--- config.mk ---
export PLATFORM = sky130hd
export DESIGN_NAME = rb_adder
export DESIGN_NICKNAME = d
export VERILOG_FILES = /design/src/rtl/rbadd_pkg.sv /design/src/rtl/rb_lookback.sv /design/src/rtl/rb_digit_split.sv /design/src/rtl/rb_digit_merge.sv /design/src/rtl/rb_adder.sv
export SDC_FILE = /design/constraint.sdc
export NUM_CORES = 1
export LEC_CHECK = 0
export BUFFER_PORTS_ARGS = -buffer_cell sky130_fd_sc_hd__buf_4
export CORE_ASPECT_RATIO = 1.1
export CORE_MARGIN = 8
export CORE_UTILIZATION = 55
export DETAILED_ROUTE_END_ITERATION = 6
export GPL_ROUTABILITY_DRIVEN = 1
export PLACE_DENSITY = 0.91
export RECOVER_POWER = 100
export SYNTH_ARGS = -nofsm -noshare
export SYNTH_HDL_FRONTEND = slang
export SYNTH_HIERARCHICAL = 1
export SYNTH_SLANG_ARGS = --single-unit
--- constraint.sdc ---
create_clock -name clk -period 3.5 [get_ports clk]
set_input_delay 0 -clock clk [delete_from_list [all_inputs] [get_ports clk]]
set_output_delay 0 -clock clk [all_outputs]
set_load 0.05 [all_outputs]
--- src/rtl/rbadd_pkg.sv ---
package rbadd_pkg;

    typedef struct packed {
        logic pos;
        logic neg;
    } rb_digit_t;

    typedef enum logic [2:0] {
        PAIR_CANCEL   = 3'd0,
        PAIR_BOTH_POS = 3'd1,
        PAIR_BOTH_NEG = 3'd2,
        PAIR_ONE_POS  = 3'd3,
        PAIR_ONE_NEG  = 3'd4
    } pair_case_e;

    localparam rb_digit_t RB_ZERO = '{pos: 1'b0, neg: 1'b0};
    localparam rb_digit_t RB_PLUS = '{pos: 1'b1, neg: 1'b0};
    localparam rb_digit_t RB_MINUS = '{pos: 1'b0, neg: 1'b1};

    // Sort a pair of legal digits into one of the five addition cases.
    function automatic pair_case_e classify_pair(rb_digit_t x, rb_digit_t y);
        logic [1:0] n_pos;
        logic [1:0] n_neg;
        n_pos = {1'b0, x.pos} + {1'b0, y.pos};
        n_neg = {1'b0, x.neg} + {1'b0, y.neg};
        if (n_pos == 2'd2)                         return PAIR_BOTH_POS;
        else if (n_neg == 2'd2)                    return PAIR_BOTH_NEG;
        else if (n_pos == 2'd1 && n_neg == 2'd0)   return PAIR_ONE_POS;
        else if (n_neg == 2'd1 && n_pos == 2'd0)   return PAIR_ONE_NEG;
        else                                       return PAIR_CANCEL;
    endfunction

    // Look-back flag: high when no digit of the lower pair is negative.
    function automatic logic no_negative(rb_digit_t x, rb_digit_t y);
        return ~(x.neg | y.neg);
    endfunction

endpackage

--- src/rtl/rb_lookback.sv ---
module rb_lookback
    import rbadd_pkg::*;
#(
    parameter bit IS_LSB = 1'b0
) (
    input  rb_digit_t low_a,
    input  rb_digit_t low_b,
    output logic      flag
);
    generate
        if (IS_LSB) begin : g_lsb
            logic unused_ok;
            assign unused_ok = ^{low_a, low_b};
            assign flag = 1'b1;
        end else begin : g_mid
            assign flag = no_negative(low_a, low_b);
        end
    endgenerate
endmodule

--- src/rtl/rb_digit_split.sv ---
module rb_digit_split
    import rbadd_pkg::*;
(
    input  rb_digit_t x,
    input  rb_digit_t y,
    input  logic      flag,
    output rb_digit_t interim,
    output rb_digit_t xfer
);
    pair_case_e kind;

    always_comb begin
        kind    = classify_pair(x, y);
        interim = RB_ZERO;
        xfer    = RB_ZERO;
        unique case (kind)
            PAIR_BOTH_POS: begin
                xfer    = RB_PLUS;
                interim = RB_ZERO;
            end
            PAIR_BOTH_NEG: begin
                xfer    = RB_MINUS;
                interim = RB_ZERO;
            end
            PAIR_ONE_POS: begin
                if (flag) begin
                    xfer    = RB_PLUS;
                    interim = RB_MINUS;
                end else begin
                    xfer    = RB_ZERO;
                    interim = RB_PLUS;
                end
            end
            PAIR_ONE_NEG: begin
                if (flag) begin
                    xfer    = RB_ZERO;
                    interim = RB_MINUS;
                end else begin
                    xfer    = RB_MINUS;
                    interim = RB_PLUS;
                end
            end
            default: begin
                xfer    = RB_ZERO;
                interim = RB_ZERO;
            end
        endcase
    end
endmodule

--- src/rtl/rb_digit_merge.sv ---
module rb_digit_merge
    import rbadd_pkg::*;
(
    input  rb_digit_t interim,
    input  rb_digit_t xfer_in,
    output rb_digit_t digit
);
    // Opposite signs cancel; a zero passes the other term through.
    always_comb begin
        digit.pos = (interim.pos & ~xfer_in.neg) | (xfer_in.pos & ~interim.neg);
        digit.neg = (interim.neg & ~xfer_in.pos) | (xfer_in.neg & ~interim.pos);
    end
endmodule

--- src/rtl/rb_adder.sv ---
module rb_adder
    import rbadd_pkg::*;
#(
    parameter int unsigned N_DIGITS = 8,
    parameter bit          REG_OUT  = 1'b1
) (
    input  logic                clk,
    input  logic                rst,
    input  logic [N_DIGITS-1:0] a_pos,
    input  logic [N_DIGITS-1:0] a_neg,
    input  logic [N_DIGITS-1:0] b_pos,
    input  logic [N_DIGITS-1:0] b_neg,
    output logic [N_DIGITS:0]   sum_pos,
    output logic [N_DIGITS:0]   sum_neg
);
    localparam int unsigned RES_DIGITS = N_DIGITS + 1;

    rb_digit_t a_d     [N_DIGITS];
    rb_digit_t b_d     [N_DIGITS];
    rb_digit_t interim [N_DIGITS];
    rb_digit_t xfer    [N_DIGITS];
    rb_digit_t xfer_in [N_DIGITS];
    rb_digit_t merged  [N_DIGITS];
    logic      flag    [N_DIGITS];

    logic [RES_DIGITS-1:0] comb_pos;
    logic [RES_DIGITS-1:0] comb_neg;
    logic [N_DIGITS-1:0]   int_pos;
    logic [N_DIGITS-1:0]   int_neg;
    logic [N_DIGITS-1:0]   cin_pos;
    logic [N_DIGITS-1:0]   cin_neg;

    genvar gi;
    generate
        for (gi = 0; gi < N_DIGITS; gi++) begin : g_digit
            assign a_d[gi] = '{pos: a_pos[gi], neg: a_neg[gi]};
            assign b_d[gi] = '{pos: b_pos[gi], neg: b_neg[gi]};

            if (gi == 0) begin : g_first
                rb_lookback #(.IS_LSB(1'b1)) u_look (
                    .low_a (a_d[0]),
                    .low_b (b_d[0]),
                    .flag  (flag[0])
                );
                assign xfer_in[0] = RB_ZERO;
            end else begin : g_rest
                rb_lookback #(.IS_LSB(1'b0)) u_look (
                    .low_a (a_d[gi-1]),
                    .low_b (b_d[gi-1]),
                    .flag  (flag[gi])
                );
                assign xfer_in[gi] = xfer[gi-1];
            end

            rb_digit_split u_split (
                .x       (a_d[gi]),
                .y       (b_d[gi]),
                .flag    (flag[gi]),
                .interim (interim[gi]),
                .xfer    (xfer[gi])
            );

            rb_digit_merge u_merge (
                .interim (interim[gi]),
                .xfer_in (xfer_in[gi]),
                .digit   (merged[gi])
            );

            assign comb_pos[gi] = merged[gi].pos;
            assign comb_neg[gi] = merged[gi].neg;
            assign int_pos[gi]  = interim[gi].pos;
            assign int_neg[gi]  = interim[gi].neg;
            assign cin_pos[gi]  = xfer_in[gi].pos;
            assign cin_neg[gi]  = xfer_in[gi].neg;
        end
    endgenerate

    // Top result digit is the transfer leaving the highest position.
    assign comb_pos[N_DIGITS] = xfer[N_DIGITS-1].pos;
    assign comb_neg[N_DIGITS] = xfer[N_DIGITS-1].neg;

    generate
        if (REG_OUT) begin : g_reg
            always_ff @(posedge clk) begin
                if (rst) begin
                    sum_pos <= '0;
                    sum_neg <= '0;
                end else begin
                    sum_pos <= comb_pos;
                    sum_neg <= comb_neg;
                end
            end

            AST_RESET_CLEARS: assert property (@(posedge clk)
                rst |=> ((sum_pos | sum_neg) == '0));
        end else begin : g_comb
            assign sum_pos = comb_pos;
            assign sum_neg = comb_neg;
        end
    endgenerate

    function automatic longint signed digits_value(
        input logic [RES_DIGITS-1:0] p,
        input logic [RES_DIGITS-1:0] n
    );
        longint signed acc;
        acc = 0;
        for (int k = RES_DIGITS - 1; k >= 0; k--) begin
            acc = acc * 2 + longint'(p[k]) - longint'(n[k]);
        end
        return acc;
    endfunction

    AST_OPERAND_LEGAL: assert property (@(posedge clk) disable iff (rst)
        ((a_pos & a_neg) | (b_pos & b_neg)) == '0);

    AST_NO_ILLEGAL_DIGIT: assert property (@(posedge clk) disable iff (rst)
        (sum_pos & sum_neg) == '0);

    AST_SUM_VALUE: assert property (@(posedge clk) disable iff (rst)
        digits_value(comb_pos, comb_neg) ==
        digits_value({1'b0, a_pos}, {1'b0, a_neg}) +
        digits_value({1'b0, b_pos}, {1'b0, b_neg}));

    AST_NO_COLLISION: assert property (@(posedge clk) disable iff (rst)
        ((int_pos & cin_pos) | (int_neg & cin_neg)) == '0);

    AST_TOP_TRANSFER: assert property (@(posedge clk) disable iff (rst)
        (a_pos[N_DIGITS-1] & b_pos[N_DIGITS-1]) |->
        (comb_pos[N_DIGITS] & ~comb_neg[N_DIGITS]));

endmodule

### After elaboration in Yosys (flattened, before gate mapping)

Index checks and enable logic that the tools add are counted.

* bits of input ports: 34
* logic and storage cells: 269
* register bits: 18

* bitwise logic cells: 77
* add/subtract/negate cells: 16
* reductions and logical operators: 41
* multiplexer cells: 69
* equality and inequality tests: 64

Operators by type and width (count)
* $mux 3: 32
* $pmux 2 s4: 7
* $eq 3x2->1 const B: 16
* $mux 2: 21
* $add 1x1->2: 16
* $eq 2x1->1 const B: 16
* $eq 2x2->1 const B: 16
* $logic_not 2->1: 16
* $and 1x1->1: 28
* $not 1->1: 28
* $eq 3x1->1 const B: 8
* $eq 3x3->1 const B: 8
* $or 1x1->1: 21
* $reduce_or 2->1: 9
* $logic_and 1x1->1: 16
* $mux 1: 8
* $pmux 2 s2: 1

### Depth between registers and ports, before layout

Gate-level depths: netlist of the first run.

* word-level depth: 13
* mapped depth: 7
* gate-level depth less buffers: 7

### Hierarchy

The synthesis of the first run kept the hierarchy.

By module, submodules not included
* rb_digit_split: area each 133.9 um^2, instances 8, cells each 17
* rb_adder: area each 493.0 um^2, instances 1, cells each 38
* rb_digit_merge: area each 22.5 um^2, instances 8, cells each 4
* rb_lookback (g_digit[1].g_rest.u_look ...): area each 3.8 um^2, instances 7, cells each 1
* rb_lookback (g_digit[0].g_first.u_look): area each 11.3 um^2, instances 1, cells each 2

### Worst setup path after synthesis of the first run

No wires, ideal clock.

* path type: input port to flip-flop
* start point: input b_pos[1]
* end point: register sum_pos[1]
* setup slack: 2244 ps
* setup time: 114 ps
* stages: 7
* arrival time: 1142 ps
* buffers on the path: 0
* data required time: 3386 ps
* path through: inv_1 > ha_1 > nand2_2 > a2111oi_1 > inv_1 > a22o_1 > nor2b_1

* cells in the longest elaborated chain, start to end: 13
* elaborated cells between the ends (all ways): 18

Ends and longest elaborated chain
* start: declaration: RTL line rb_adder.sv:11 `input logic [N_DIGITS-1:0] b_pos,`
* $add 1x1->2 (*): RTL line rbadd_pkg.sv:24 `n_pos = {1'b0, x.pos} + {1'b0, y.pos};`
* $logic_not 2->1: RTL line rbadd_pkg.sv:29 `else if (n_neg == 2'd1 && n_pos == 2'd0) return PAIR_ONE_NEG;`
* $logic_and 1x1->1: RTL line rbadd_pkg.sv:29
* $mux 3: RTL line rbadd_pkg.sv:29
* $mux 3: RTL line rbadd_pkg.sv:28 `else if (n_pos == 2'd1 && n_neg == 2'd0) return PAIR_ONE_POS;`
* $mux 3: RTL line rbadd_pkg.sv:27 `else if (n_neg == 2'd2) return PAIR_BOTH_NEG;`
* $mux 3 (*): RTL line rbadd_pkg.sv:26 `if (n_pos == 2'd2) return PAIR_BOTH_POS;`
* $eq 3x2->1 or $eq 3x3->1 (tied branches): RTL line rb_digit_split.sv:16 `unique case (kind)`
* $reduce_or 2->1 (no line) (*)
* $mux 2 (*)
* named net int_neg[1]: RTL line rb_adder.sv:29 `logic [N_DIGITS-1:0] int_neg;`
* $not 1->1 (*): RTL line rb_digit_merge.sv:10 `digit.pos = (interim.pos & ~xfer_in.neg) | (xfer_in.pos & ~interim.neg);`
* $and 1x1->1 (*): RTL line rb_digit_merge.sv:10
* $or 1x1->1 (*): RTL line rb_digit_merge.sv:10
* named net comb_pos[1]: RTL line rb_adder.sv:26 `logic [RES_DIGITS-1:0] comb_pos;`
* end signal: assignment: RTL line rb_adder.sv:89 `sum_pos <= comb_pos;`
* end: declaration: RTL line rb_adder.sv:13 `output logic [N_DIGITS:0] sum_pos,`

The timed path passes the listed nets; every way through them passes the cells marked *.
A chain may end at the register's enable or synchronous reset.

### Final worst setup path of the first run

Same ends and word-level chain as after synthesis.

==> impl_metrics.yaml, run 1 <==
detailed_routing:
  first_pass_iters: 4
  drc: 0
  dr_wl_met3_um: 190
  num_vias: 1566
  viasPerCell: 5.13
  route.top_layer_used: "met4"
  ant_nets: 0
  drt_iter0_markers: 58
  wire_per_inst_um: 11.6
  drt-met1-wl_mm: 1.54
  routed_wl_mm: 3.53
  met2_length_mm: 1.78
synthesis:
  syn_area_per_cell_um2: 8.29
  synthDistinctLibCells: 17
  yosysWarnings: 6
  ys_ff_latch: 18
  synth_area_um2: 1780
  synth_area_leader_cell: "ha_1"
  netlist_top_cells_area: "ha_1 (22%), dfxtp_1 (20%), inv_1 (13%)"
  netlist_instances: 215
  seq_area_frac_synth_pct: 20.2
  synth_top_area_share_pct: 22.5
power:
  pwr-share-clk_pct: 21.5
  peakVddDrop_mv: 0.237
  netSwitchingFraction_pct: 34.9
  switching_power_mw: 0.199
  power.internal_mw: 0.372
  leakagePower_nw: 1.09
  p_comb_share_pct: 39.6
  pwr-share-seq_pct: 38.8
  power.density_nw_per_um2: 266
placed_design:
  dp_hpwl_mm: 3.09
  port_buffers: 51
  placed_cell_area_um2: 2200
  gp_congestion: 0.836
floorplanning:
  ios: 52
  die_h_um: 75.7
  die_area_um2: 5320
  core_area_um2: 3070
  rows: 21
  start_util_pct: 58.0
  die_w_um: 70.3
finish:
  layout-drive-gt1-share_pct: 20.3
  post-route-util_pct: 70.0
  area_growth_pct: 20.8
  fill_cells: 299
  layout.nets: 338
  multiInputGateArea_um2: 1150
  final_area_um2: 2150
  diodes: 0
  regArea_um2: 360
worst_setup_path:
  crit_type: "in -> reg"
  cp.required_ps: 3660
  cp_max_fo: 3
  path_buf_inv: 3
  cp_slowest_cell: "a2111oi_0"
  cpLargestDelayFamily: "compound AO/OA/AOI/OAI gates"
  worstPathCellList: "buf_4 -> inv_1 -> ha_1 -> nand2_1 -> a2111oi_0 -> inv_1 -> a22o_1 -> nor2b_1"
  slowest_delay_ps: 470
  startpoint_type: "input pin"
  cp_common_cell: "inv_1"
  arrival_ps: 1420
  cp-end-kind: "flop"
clocking:
  cts_num_sinks: 18
  h-tree-depth: 1
  cts_root_buf: "clkbuf_4"
  cts_tree: "built"
  cts-resized-gates: 0
  clockBufferDepth: 2
  cts-buffers-inserted: 3
  clk_pin_slew_worst_paths_ps: 100
  cts_setup_buffers: 0
global_routing:
  antenna_found_initial: 0
  grt_max_degree: 19
  grt_pass1_wl_mm: 6.04
  grt_pass1_vias: 1605
  grt.total_usage_pct: 13.2
  grt_overflow: 0
sta:
  maxSlewHeadroom_pct: 56.4
  fmax_mhz: 791
  finalMaxSlewViolations: 0
  tightest_slew_ps: 654
  finalCriticalPeriod_ps: 1260
  fin_crit_sh_pct: 36.1
  rsz0062_at_grt: "no"
  hold_viol_final: 0
  tns_ps: 0
  finalSetupViolCount: 0
outcome:
  status: "complete, no violations"
run:
  cap_viol_max_count: 0
min_path:
  hp-class: "in -> reg"
-- power by group through the flow --
stage / registers [mW] / logic [mW] / clock network (mW)
after global placement: 0.227 / 0.236 / 0
after CTS: 0.223 / 0.244 / 0.128
after floorplan: 0.273 / 0.119 / 0
after global routing: 0.223 / 0.252 / 0.138
after detailed placement: 0.227 / 0.243 / 0
final: 0.222 / 0.227 / 0.123
-- flip-flops by register name, indices dropped and copies added (netlist names) --
name and cells:
sum_pos 9, sum_neg 9
-- per-stage QoR --
stage / power [mW] / setup WS, ps / hold slack [ps] / std cells
floorplan: 0.393 / 2240 / 71.6 / 217
global placement: 0.463 / 2050 / 302 / 300
detailed placement: 0.470 / 2010 / 302 / 300
CTS: 0.595 / 2330 / 197 / 305
global route: 0.613 / 2130 / 217 / 305
finish: 0.572 / 2240 / 202 / 305
-- cell usage after synthesis (all sizes together) --
| library cell | number |
|---|---|
| ha | 32 |
| a2111oi | 16 |
| o22ai | 8 |
| a211o | 8 |
| conb | 2 |
| and2b | 7 |
| inv | 64 |
| o31ai | 8 |
| nor2b | 11 |
| nor2 | 7 |
| o2bb2ai | 8 |
| dfxtp | 18 |
| a22o | 8 |
| buf | 2 |
| nand2 | 16 |
-- logic make-up (layout without fill, tap and decap cells) --
group	after synthesis	in the layout	share of synthesized area, %
buf+inv	66	120	14.3
other cells	2	4	0.422
fa+ha+maj	32	32	22.5
flops	18	18	20.2
compound gates	56	56	29.8
simple gates	41	41	12.8
-- per-layer routing --
layer  track usage (%)  vias to the layer above
li1                  -                      834
met1              13.7                      697
met2              25.5                       33
met3              3.26                        2
met4              4.69                        0
met5                 0                        -
-- timing repair --
action / in CTS / in global routing
hold buffers: 1 / 0
endpoints found under the setup margin: 0 / 0
endpoints found under the hold margin: 9 / 0
-- final cells by class --
type / instances / area share (%)
Multi-Input combinational cell: 133 / 53.5
Inverter: 64 / 11.2
Timing Repair Buffer: 52 / 14.9
Sequential cell: 18 / 16.7
Tap cell: 34 / 1.98
Clock buffer: 4 / 1.69
-- tightest hold or removal path, cell delays in order --
cell	delay, ps
buf_4	90
nor2_1	60
inv_1	80
o31ai_1	70
and2b_1	140
-- worst paths after layout --
kind | startpoint | cells past startpoint | to
setup / recovery | b_pos[1] | 8 | sum_pos[1]$_SDFF_PP0_
hold / removal | a_neg[6] | 5 | sum_pos[8]$_SDFF_PP0_
-- layout by cell type, fill, tap and decap left out --
master	instances
dfxtp_1	18
dlygate4sd3_1	1
a22o_1	8
o22ai_1	8
buf_4	32
o31ai_1	8
a2111oi_2	8
a2111oi_0	8
a211o_2	8
clkbuf_1	19
nor2b_1	11
clkbuf_8	1
conb_1	4
ha_1	32
inv_1	64
o2bb2ai_1	8
clkbuf_4	3
nand2_2	3
and2b_1	7
nor2_1	7
nand2_1	13
No activity file was read; power rests on OpenSTA's default activity.
==> inputs of run 2 (changes only) <==
--- a/config.mk
+++ b/config.mk
@@ -8,10 +8,10 @@
 export BUFFER_PORTS_ARGS = -buffer_cell sky130_fd_sc_hd__buf_4
 export CORE_ASPECT_RATIO = 1.1
 export CORE_MARGIN = 8
-export CORE_UTILIZATION = 55
+export CORE_UTILIZATION = 52
 export DETAILED_ROUTE_END_ITERATION = 6
 export GPL_ROUTABILITY_DRIVEN = 1
-export PLACE_DENSITY = 0.91
+export PLACE_DENSITY = 0.87
 export RECOVER_POWER = 100
 export SYNTH_ARGS = -nofsm -noshare
 export SYNTH_HDL_FRONTEND = slang
==> constraint.sdc (replaced) <==
create_clock -name clk -period 1.2 [get_ports clk]
set_input_delay 0 -clock clk [delete_from_list [all_inputs] [get_ports clk]]
set_output_delay 0 -clock clk [all_outputs]
set_load 0.05 [all_outputs]
==> run 2 against run 1 <==
Compared with the run above: global-route usage up 1.1 points; non-clock buffer count up 22; die area up 4.5%; flip-flop and latch count is the same; clock power up 120%; first-iteration DRC count down 50%; sequential share of layout area shrank 1.6 points; worst setup slack lost 2100 ps; routed wire length rose by 9.4%; critical path depth unchanged; final area grew 11%; combinational power increased to 3.4 times the previous value.
==> impl_metrics.yaml, run 2 (synthesis gave the netlist of run 1 again) <==
outcome:
  status: "complete, no violations"
placed_design:
  port_buffers: 51
  dp_hpwl_mm: 3.46
  place_ws_ps: -196
  gp_congestion: 0.764
floorplanning:
  die_area_um2: 5560
  start_util_pct: 53.9
  rows: 22
  die_h_um: 77.4
  core_area_um2: 3300
  ios: 52
  die_w_um: 71.8
sta:
  finalCriticalPeriod_ps: 1100
  fin_crit_sh_pct: 91.6
  fmax_mhz: 909
  hold_viol_final: 0
  finalSetupViolCount: 0
  fin_hold_ws_ps: 7.67
  rsz0062_at_grt: "no"
  finalMaxSlewViolations: 0
  fin_ws_ps: 100
worst_setup_path:
  endpoint: "sum_neg[0]$_SDFF_PP0_"
  cp_max_fo: 2
  path_buf_inv: 3
  crit_cells: 8
  worstPathCellList: "buf_4 -> inv_1 -> ha_1 -> nand2_1 -> a2111oi_1 -> inv_1 -> o22ai_1 -> and2b_1"
  cp.required_ps: 1430
  startpoint_type: "input pin"
  critPathLaunch: "b_pos[0]"
  crit_type: "in -> reg"
  cp-end-kind: "flop"
  cp_slowest_cell: "a2111oi_1"
  cpLargestDelayFamily: "compound AO/OA/AOI/OAI gates"
  cp_common_cell: "inv_1"
  slowest_delay_ps: 380
  arrival_ps: 1330
power:
  leakagePower_nw: 1.26
  total_power_mw: 1.68
  peakVddDrop_mv: 0.474
  power.density_nw_per_um2: 706
clocking:
  cts_setup_buffers: 0
  cts_num_sinks: 18
  clk_pin_slew_worst_paths_ps: 80
  h-tree-depth: 1
  hold_buffers: 0
  cts_tree: "built"
  cts_root_buf: "clkbuf_4"
  cts-buffers-inserted: 3
  clockBufferDepth: 2
  cts-resized-gates: 0
global_routing:
  antenna_found_initial: 0
  grt_pass1_wl_mm: 6.77
  grt_max_degree: 19
  grt_overflow: 0
  grt_pass1_vias: 1693
  grt.total_usage_pct: 14.3
finish:
  layout.nets: 360
  top_regs: "sum_neg x9, sum_pos x9"
  multiInputGateArea_um2: 1210
  layout_commonest_cell: "inv_1"
  area_growth_pct: 34.0
  mostFrequentLayoutCells: "inv_1 (64), buf_4 (55), ha_1 (32)"
  fill_cells: 284
  layout-drive-gt1-share_pct: 37.0
  regArea_um2: 360
  diodes: 0
min_path:
  whs_path_depth: 2
  min_from: "rst"
  hp-class: "in -> reg"
detailed_routing:
  drc: 0
  wire_per_inst_um: 11.8
  routed_wl_mm: 3.86
  ant_nets: 0
  first_pass_iters: 4
  num_vias: 1697
  viasPerCell: 5.17
  drt_iter0_markers: 29
run:
  cap_viol_max_count: 0
==> run 2: changes by cell type in the layout (fill, tap and decap cells not counted), moves of 5 or more <==
cell       change
a2111oi_0      -8
a2111oi_2      +7
buf_4         +23
clkbuf_1      -19
clkbuf_2      +18
nand2_1        -5
nand2_2        +5
==> run 2: per-layer routing <==
| metal | global-route usage [%] | wire (um) | vias up |
|---|---|---|---|
| li1 | - | - | 878 |
| met1 | 14.3 | 1550 | 775 |
| met2 | 27.3 | 2040 | 38 |
| met3 | 4.37 | 225 | 6 |
| met4 | 4.09 | 48 | 0 |
| met5 | 0 | 0 | - |
==> run 2: layout make-up <==
type | count | area share [%]
Multi-Input combinational cell | 133 | 50.6
Timing Repair Buffer | 74 | 21.4
Sequential cell | 18 | 15.1
Inverter | 64 | 10.1
Tap cell | 36 | 1.89
Clock buffer | 3 | 0.943
==> run 2: where the power goes <==
group | internal [mW] | leakage [nW] | switching (mW) | total [mW]
registers | 0.636 | 0.148 | 0.0116 | 0.647
logic | 0.333 | 1.09 | 0.431 | 0.764
clock network | 0.117 | 0.0138 | 0.157 | 0.273
total | 1.08 | 1.26 | 0.600 | 1.68
==> run 2: how the worst min path moves through the flow <==
stage,to,slack [ps]
global route,sum_pos[5]$_SDFF_PP0_,4
CTS,sum_neg[5]$_SDFF_PP0_,0.2
global placement,sum_neg[6]$_SDFF_PP0_,300
detailed placement,sum_neg[5]$_SDFF_PP0_,310
floorplan,sum_pos[6]$_SDFF_PP0_,70
finish,sum_pos[7]$_SDFF_PP0_,8
==> run 2: per-stage QoR <==
stage               cell area (um2)  TNS (ps)  std cells  utilization (%)
floorplan                      1840         0        217                -
global placement               2430     -2100        325             73.5
detailed placement             2430     -2580        325             73.5
CTS                            2450         0        328             74.2
global route                   2390         0        328             72.3
finish                         2390         0        328             72.3
==> inputs of run 3 (changes only) <==
--- a/config.mk
+++ b/config.mk
@@ -10,9 +10,7 @@
 export CORE_MARGIN = 8
 export CORE_UTILIZATION = 52
 export DETAILED_ROUTE_END_ITERATION = 6
-export GPL_ROUTABILITY_DRIVEN = 1
 export PLACE_DENSITY = 0.87
-export RECOVER_POWER = 100
 export SYNTH_ARGS = -nofsm -noshare
 export SYNTH_HDL_FRONTEND = slang
 export SYNTH_HIERARCHICAL = 1
==> run 3 against run 2 <==
Compared with the run above: combinational power grew 4.6%; maximum frequency decreased by 0.40%; routed wire length shrank 0.16%; largest cell class unchanged; largest power group unchanged; highest routed layer unchanged.
==> impl_metrics.yaml, run 3 (synthesis gave the netlist of run 1 again) <==
outcome:
  status: "complete, no violations"
global_routing:
  grt_pass1_vias: 1693
  antenna_found_initial: 0
  use_met3_pct: 4.37
  grtUsageMet2_pct: 27.3
  grt_overflow: 0
  grt-busiest-layer: "met2"
  grt_max_degree: 19
  grt.total_usage_pct: 14.3
  grt_pass1_wl_mm: 6.77
  use_met1_pct: 14.3
detailed_routing:
  drt_iter0_markers: 26
  num_vias: 1695
  viasPerCell: 5.17
  wire_per_inst_um: 11.8
  ant_nets: 0
  drc: 0
  first_pass_iters: 4
  routed_wl_mm: 3.86
worst_setup_path:
  cp_max_fo: 2
  crit_type: "in -> reg"
  arrival_ps: 1340
  startpoint_type: "input pin"
  cp.required_ps: 1430
  cp-end-kind: "flop"
clocking:
  cts_tree: "built"
  cts_setup_buffers: 0
  cts_root_buf: "clkbuf_4"
  clockBufferDepth: 2
  hold_buffers: 0
  h-tree-depth: 1
  clk_pin_slew_worst_paths_ps: 90
  cts-resized-gates: 0
  cts_num_sinks: 18
  cts-buffers-inserted: 3
power:
  total_power_mw: 1.72
  leakagePower_nw: 1.27
  peakVddDrop_mv: 0.476
  power.density_nw_per_um2: 702
finish:
  final_area_um2: 2450
  area_growth_pct: 37.5
  fill_cells: 268
  post-route-util_pct: 74.2
  top_regs: "sum_neg x9, sum_pos x9"
  mostFrequentLayoutCells: "buf_4 (74), inv_1 (64), ha_1 (32)"
  diodes: 0
  layout-drive-gt1-share_pct: 39.4
  layout_commonest_cell: "buf_4"
  layout.nets: 360
min_path:
  whs_path_depth: 2
  hp-class: "in -> reg"
  holdPathEnd: "sum_pos[7]$_SDFF_PP0_"
  min_from: "rst"
placed_design:
  placed_cell_area_um2: 2430
  gp_congestion: 0.764
  port_buffers: 51
  dp_hpwl_mm: 3.46
sta:
  fin_crit_sh_pct: 92.0
  rsz0062_at_grt: "no"
  fmax_mhz: 906
  finalSetupViolCount: 0
  fin_hold_ws_ps: 8.55
  finalMaxSlewViolations: 0
  tns_ps: 0
  hold_viol_final: 0
  finalCriticalPeriod_ps: 1100
floorplanning:
  die_h_um: 77.4
  die_area_um2: 5560
  die_w_um: 71.8
  rows: 22
  core_area_um2: 3300
  ios: 52
  start_util_pct: 53.9
run:
  cap_viol_max_count: 0
run 3: worst max-delay path, cell delays in order:
cell and delay, ps:
buf_4 90, inv_1 30, ha_1 300, nand2_2 60, a2111oi_1 380, inv_1 110, o22ai_1 210, and2b_1 150
run 3: through the flow:
stage | cells | setup WS, ps
6_report | 328 | 95.8
5_1_grt | 328 | 6.95
4_1_cts | 328 | 97.8
3_5_place_dp | 325 | -196
3_3_place_gp | 325 | -175
2_1_floorplan | 217 | 1.13
run 3: metal layers:
metal	up-vias	share of wire, %
met3	6	5.6
met2	38	53
met1	775	40
met4	0	1.2
met5	-	0
li1	876	-
run 3: worst max path at each step:
stage	depth (start not counted)	slack, ps	startpoint	end
after global placement	8	-180	b_neg[1]	sum_pos[1]$_SDFF_PP0_
after global routing	9	7	a_pos[4]	sum_neg[5]$_SDFF_PP0_
after detailed placement	8	-200	b_neg[2]	sum_pos[2]$_SDFF_PP0_
final	8	100	b_pos[0]	sum_neg[0]$_SDFF_PP0_
after CTS	8	100	b_pos[0]	sum_neg[0]$_SDFF_PP0_
after floorplan	7	1	b_neg[1]	sum_pos[1]$_SDFF_PP0_
run 3: cell type report:
type / instances / area, um2 / area share (%)
Tap cell: 36 / 45.0 / 1.84
Inverter: 64 / 240 / 9.81
Clock buffer: 3 / 22.5 / 0.919
Timing Repair Buffer: 74 / 556 / 22.7
Sequential cell: 18 / 360 / 14.7
Multi-Input combinational cell: 133 / 1230 / 50.1
run 3: report_power, final:
group	total (mW)	leakage [nW]	switching (mW)	internal, mW
Clock	0.274	0.0138	0.157	0.117
Sequential	0.648	0.148	0.0121	0.636
Combinational	0.799	1.11	0.437	0.362
Total	1.72	1.27	0.606	1.11
